<file path="src/rtl/abort_retire_pkg.sv">
package abort_retire_pkg;

  typedef enum logic [1:0] {
    RSP_OK       = 2'b00,
    RSP_IBABORT  = 2'b01,
    RSP_PCIABORT = 2'b10,
    RSP_RSVD     = 2'b11
  } rspKind_e;

  typedef struct packed {
    logic retire;
    logic setStat;
    logic cplFire;
    logic cplAbt;
  } ctlStrb_t;

endpackage

</file>
<file path="src/rtl/abort_retire_ctrl.sv">
module abort_retire_ctrl
  import abort_retire_pkg::*;
(
  input  logic       rspValid,
  input  logic [1:0] rspKind,
  input  logic       bufHit,
  input  logic       hitWrite,
  output ctlStrb_t   strb
);

  rspKind_e kind;
  logic     hit;
  logic     isIb;
  logic     isPci;

  always_comb begin
    kind  = rspKind_e'(rspKind);
    hit   = rspValid && bufHit;
    isIb  = (kind == RSP_IBABORT);
    isPci = (kind == RSP_PCIABORT);

    // every matched response retires its entry
    strb.retire  = hit;
    // only reads complete toward the processor; writes are posted
    strb.cplFire = hit && !hitWrite;
    strb.cplAbt  = hit && !hitWrite && (isIb || isPci);
    // only an abort from the internal bus itself is logged here
    strb.setStat = hit && isIb;
  end

endmodule

</file>
<file path="src/rtl/abort_retire_dpath.sv">
module abort_retire_dpath
  import abort_retire_pkg::*;
#(
  parameter int DEPTH = 4,
  parameter int TAG_W = 4
) (
  input  logic             clk,
  input  logic             rstN,
  input  logic             reqValid,
  input  logic             reqWrite,
  input  logic [TAG_W-1:0] reqTag,
  output logic             reqReady,
  input  logic [TAG_W-1:0] rspTag,
  output logic             bufHit,
  output logic             hitWrite,
  input  ctlStrb_t         strb,
  input  logic             csrWr,
  input  logic [1:0]       csrWrData,
  output logic [1:0]       csrRdData,
  output logic             irq,
  output logic             cplDvalid,
  output logic             cplAbort,
  output logic [TAG_W-1:0] cplTag
);

  localparam int IDX_W = (DEPTH > 1) ? $clog2(DEPTH) : 1;

  logic [DEPTH-1:0] validQ;
  logic [DEPTH-1:0] wrQ;
  logic [TAG_W-1:0] tagQ [DEPTH];

  logic [DEPTH-1:0] matchVec;
  logic [DEPTH-1:0] freeVec;
  logic [IDX_W-1:0] hitIdx;
  logic [IDX_W-1:0] allocIdx;
  logic             full;
  logic             alloc;

  logic             statQ;
  logic             enQ;

  for (genvar i = 0; i < DEPTH; i++) begin : g_ent
    assign matchVec[i] = validQ[i] && (tagQ[i] == rspTag);
    assign freeVec[i]  = !validQ[i];
  end

  always_comb begin
    hitIdx   = '0;
    allocIdx = '0;
    for (int i = DEPTH - 1; i >= 0; i--) begin
      if (matchVec[i]) hitIdx = IDX_W'(i);
      if (freeVec[i])  allocIdx = IDX_W'(i);
    end
  end

  assign bufHit   = |matchVec;
  assign hitWrite = wrQ[hitIdx];
  assign full     = &validQ;
  assign reqReady = !full;
  assign alloc    = reqValid && !full;

  always_ff @(posedge clk) begin
    if (!rstN) begin
      validQ <= '0;
      wrQ    <= '0;
      for (int i = 0; i < DEPTH; i++) tagQ[i] <= '0;
    end else begin
      for (int i = 0; i < DEPTH; i++) begin
        if (strb.retire && (hitIdx == IDX_W'(i))) validQ[i] <= 1'b0;
        if (alloc && (allocIdx == IDX_W'(i))) begin
          validQ[i] <= 1'b1;
          wrQ[i]    <= reqWrite;
          tagQ[i]   <= reqTag;
        end
      end
    end
  end

  // status: set dominates the write-one clear
  always_ff @(posedge clk) begin
    if (!rstN) begin
      statQ <= 1'b0;
      enQ   <= 1'b0;
    end else begin
      if (strb.setStat)                statQ <= 1'b1;
      else if (csrWr && csrWrData[0])  statQ <= 1'b0;
      if (csrWr) enQ <= csrWrData[1];
    end
  end

  assign csrRdData = {enQ, statQ};
  assign irq       = statQ && enQ;

  always_ff @(posedge clk) begin
    if (!rstN) begin
      cplDvalid <= 1'b0;
      cplAbort  <= 1'b0;
      cplTag    <= '0;
    end else begin
      cplDvalid <= strb.cplFire;
      cplAbort  <= strb.cplAbt;
      cplTag    <= rspTag;
    end
  end

  // a full buffer with nothing retiring keeps its contents
  p_no_overflow_r2: assert property (@(posedge clk) disable iff (!rstN)
    (full && !strb.retire) |=> $stable(validQ));

  // a completion strobe follows a retirement decided by the control
  p_cpl_from_retire_r3: assert property (@(posedge clk) disable iff (!rstN)
    cplDvalid |-> $past(strb.retire));

  // the abort flag never appears without the completion strobe
  p_abort_with_dvalid_r4: assert property (@(posedge clk) disable iff (!rstN)
    cplAbort |-> cplDvalid);

  // status rises only when the control signalled an internal-bus abort
  p_stat_source_r7: assert property (@(posedge clk) disable iff (!rstN)
    $rose(statQ) |-> $past(strb.setStat));

  // a write-one clear with no competing set drops the status bit
  p_w1c_clear_r8: assert property (@(posedge clk) disable iff (!rstN)
    (statQ && !strb.setStat && csrWr && csrWrData[0]) |=> !statQ);

  // a set always lands, even against a clear
  p_set_wins_r9: assert property (@(posedge clk) disable iff (!rstN)
    strb.setStat |=> statQ);

endmodule

</file>
<file path="src/rtl/abort_retire.sv">
module abort_retire
  import abort_retire_pkg::*;
#(
  parameter int DEPTH = 4,
  parameter int TAG_W = 4
) (
  input  logic             clk,
  input  logic             rstN,
  input  logic             reqValid,
  input  logic             reqWrite,
  input  logic [TAG_W-1:0] reqTag,
  output logic             reqReady,
  input  logic             rspValid,
  input  logic [TAG_W-1:0] rspTag,
  input  logic [1:0]       rspKind,
  output logic             cplDvalid,
  output logic             cplAbort,
  output logic [TAG_W-1:0] cplTag,
  input  logic             csrWr,
  input  logic [1:0]       csrWrData,
  output logic [1:0]       csrRdData,
  output logic             irq
);

  ctlStrb_t strb;
  logic     bufHit;
  logic     hitWrite;

  abort_retire_ctrl u_ctrl (
    .rspValid (rspValid),
    .rspKind  (rspKind),
    .bufHit   (bufHit),
    .hitWrite (hitWrite),
    .strb     (strb)
  );

  abort_retire_dpath #(
    .DEPTH (DEPTH),
    .TAG_W (TAG_W)
  ) u_dpath (
    .clk       (clk),
    .rstN      (rstN),
    .reqValid  (reqValid),
    .reqWrite  (reqWrite),
    .reqTag    (reqTag),
    .reqReady  (reqReady),
    .rspTag    (rspTag),
    .bufHit    (bufHit),
    .hitWrite  (hitWrite),
    .strb      (strb),
    .csrWr     (csrWr),
    .csrWrData (csrWrData),
    .csrRdData (csrRdData),
    .irq       (irq),
    .cplDvalid (cplDvalid),
    .cplAbort  (cplAbort),
    .cplTag    (cplTag)
  );

endmodule

</file>
<file path="config.mk">
export PLATFORM = sky130hd
export DESIGN_NAME = abort_retire
export DESIGN_NICKNAME = d
export VERILOG_FILES = /design/src/rtl/abort_retire_pkg.sv /design/src/rtl/abort_retire_ctrl.sv /design/src/rtl/abort_retire_dpath.sv /design/src/rtl/abort_retire.sv
export SDC_FILE = /design/constraint.sdc
export NUM_CORES = 1
export LEC_CHECK = 0
export CORE_ASPECT_RATIO = 1.5
export CORE_MARGIN = 10
export CORE_UTILIZATION = 41
export CTS_CLUSTER_DIAMETER = 50
export DETAILED_ROUTE_END_ITERATION = 7
export GPL_ROUTABILITY_DRIVEN = 0
export PLACE_DENSITY = 0.63
export SYNTH_ARGS = -nofsm -noshare
export SYNTH_HDL_FRONTEND = slang
export SYNTH_SLANG_ARGS = --single-unit
</file>
<file path="constraint.sdc">
create_clock -name clk -period 2.2 [get_ports clk]
set_clock_uncertainty 0.2 [all_clocks]
set_input_delay 0.33 -clock clk [delete_from_list [all_inputs] [get_ports clk]]
set_output_delay 0.33 -clock clk [all_outputs]
set_load 0.1 [all_outputs]
</file>
==> out/metrics.cfg <==
[status]
status=completed

[critical_path]
arrival_ns=2.06
crit_start=rspTag[1]
path_max_fanout=5
rrSetupSlack_ns=0.31
required_ns=2.20
path_class=input pin to register
reg2reg_from=u_dpath.tagQ[0][3]
worst_setup_path_end_kind=register
crit_path_start_kind=input pin

[synth]
synth_area_leaders=edfxtp_1 31%, dfxtp_1 21%, xor2_1 6.9%
synth_ff_type=edfxtp_1
ys_async_sr_fraction=0
ys_seq_elements=32
synth_edf_count=16
synth_warnings=0
netlist.area_leader.share=0.314
yosys.area.top_type=edfxtp_1
syn_nets=156
syn-instance-count=137
ys_seq_area_frac=0.523
synth.avg_cell_area_sq_um=11.2
synth_common_cells=16 x dfxtp_1, 16 x edfxtp_1, 12 x and3_1, 12 x xor2_1
ys_types=36
syn-cell-area_sq_um=1530

[clock_network]
h-tree-depth=2
cts_tree=built
clkTransAtPathRegs_ns=0.07
hold_buffers=0
cts_sinks=32
cts_made_buffers=5
cts_buffer_depth=2
clock_latency_ns=0.28
clock-root-buffer=clkbuf_8

[power]
power_frac_clock=0.393
power_frac_comb=0.133
p_leak_nw=0.857
p_int_mw=1.07
ir_drop_mv=0.449
swShare=0.244
power.total_mw=1.41
seq_power_share=0.474
p_per_area_nw_per_um2=707
switching_power_mw=0.345

[worst_hold_path]
min_path_type=register to register
hp-start=u_dpath.wrQ[1]

[drt]
drc=0
ant_nets=0
wl_um=3420
routedWlPerCell_um=15.6
firstDrtPassIters=4
num_vias=1083
drtIter0Drc=40
via_per_inst=4.95

[grt]
grt_pass1_vias=1161
grt_max_degree=23
grtUsageTotal=0.101
gr-total-overflow=0
grt_antenna_before_repair=0
grt_pass1_wl_um=5370

[timing]
hold_viol=0
period_share=0.936
fin_crit_ns=2.06
max_freq_ghz=0.485
slew_viol_final=0
relSlewSlack=0.695
worst_slew_pin_slew_ns=0.455
rsz0062_at_grt=false
worst_slack_ns=0.140
setup_viol=0

[place]
place_inst=211
hpwl_um=2750
port_buffers=27
pre_cts_ws_ns=-0.194

[floorplanning]
io_pins=28
core-area_sq_um=3650
die_h_um=94.9
num_rows=27
dieArea_sq_um=6630
initial_utilization=0.420
die-width_um=69.9

[cells_and_area]
seqCellArea_sq_um=801
area_delta_synth_final_pct=30.5
finalNonFillerCells=219
nNetsFinal=194
multi_input_area_sq_um=667
antenna-diode-count=0
fillers=323
drive_gt1_frac=0.216

[run]
cap_violations=0

-- state kept, by name (all words and copies together), names as in the netlist --
register and count:
u_dpath.wrQ 4, u_dpath.cplTag 4, u_dpath.statQ 1, u_dpath.enQ 1, u_dpath.cplDvalid 1, u_dpath.cplAbort 1, u_dpath.validQ 4, u_dpath.tagQ 16
-- final cells by class --
cell class | count | area share
repair buffers | 40 | 0.179
multi-input cells | 93 | 0.334
clock buffers | 6 | 0.0363
inverters | 3 | 0.00564
well taps | 43 | 0.0269
clock inverters | 2 | 0.0175
flip-flops and latches | 32 | 0.401
-- layer usage --
| metal | vias to the layer above | part of all wire | global-route usage |
|---|---|---|---|
| met5 | - | 0 | 0 |
| met4 | 0 | 0.026 | 0.0512 |
| met3 | 8 | 0.041 | 0.0325 |
| met2 | 28 | 0.53 | 0.195 |
| met1 | 501 | 0.40 | 0.0917 |
| li1 | 546 | - | - |
-- metrics by stage --
step / util / setup TNS (ns) / area, sq um / hold slack [ns]
finish: 0.548 / 0 / 2000 / 0.274
global route: 0.548 / 0 / 2000 / 0.297
CTS: 0.547 / 0 / 2000 / 0.275
detailed placement: 0.517 / -0.733 / 1890 / 0.265
global placement: 0.517 / -0.580 / 1890 / 0.252
floorplan: - / 0 / 1530 / 0.220
-- logic make-up after synthesis --
group,after synthesis,share of synthesized area
AOI/OAI and AO/OA,12,0.0531
xor gates and xnor gates,16,0.0964
adders and majority gates,1,0.00817
buffers and inverters,12,0.0417
DFF,32,0.523
muxes,4,0.0261
and+or+nand+nor,60,0.252
-- power groups by stage --
stage / Combinational, mW / Clock, mW / Sequential [mW]
floorplan: 0.0911 / 0 / 0.708
global placement: 0.187 / 0 / 0.682
detailed placement: 0.190 / 0 / 0.683
CTS: 0.190 / 0.560 / 0.670
global route: 0.201 / 0.590 / 0.672
finish: 0.188 / 0.555 / 0.670
-- worst paths after layout --
path	end	cells after the start
max	u_dpath.cplAbort	7
min	u_dpath.wrQ[1]	2
max reg2reg	u_dpath.cplAbort	6
min reg2reg	u_dpath.wrQ[1]	2
-- worst max-delay path, stage by stage --
cell             delay, ns
clkdlybuf4s50_1       0.54
xor2_1                0.24
nor4_4                0.32
nand2_2               0.11
a31oi_1               0.18
nor2b_1               0.10
nor4b_4               0.24
-- layout by cell type, fill, tap and decap left out, drive strengths merged, types with 6 or more instances in the layout --
| cell | instances |
|---|---|
| buf | 23 |
| nor2b | 6 |
| clkbuf | 6 |
| and2 | 9 |
| nand2 | 10 |
| edfxtp | 16 |
| xor2 | 13 |
| dfxtp | 16 |
| and3 | 12 |
| clkdlybuf4s50 | 16 |
-- what timing repair did --
action                     4_1_cts  5_1_grt
buffers inserted                 0        0
resized for setup                0        1
setup endpoints to repair        0        1
Power figures use the tool's default switching activity.
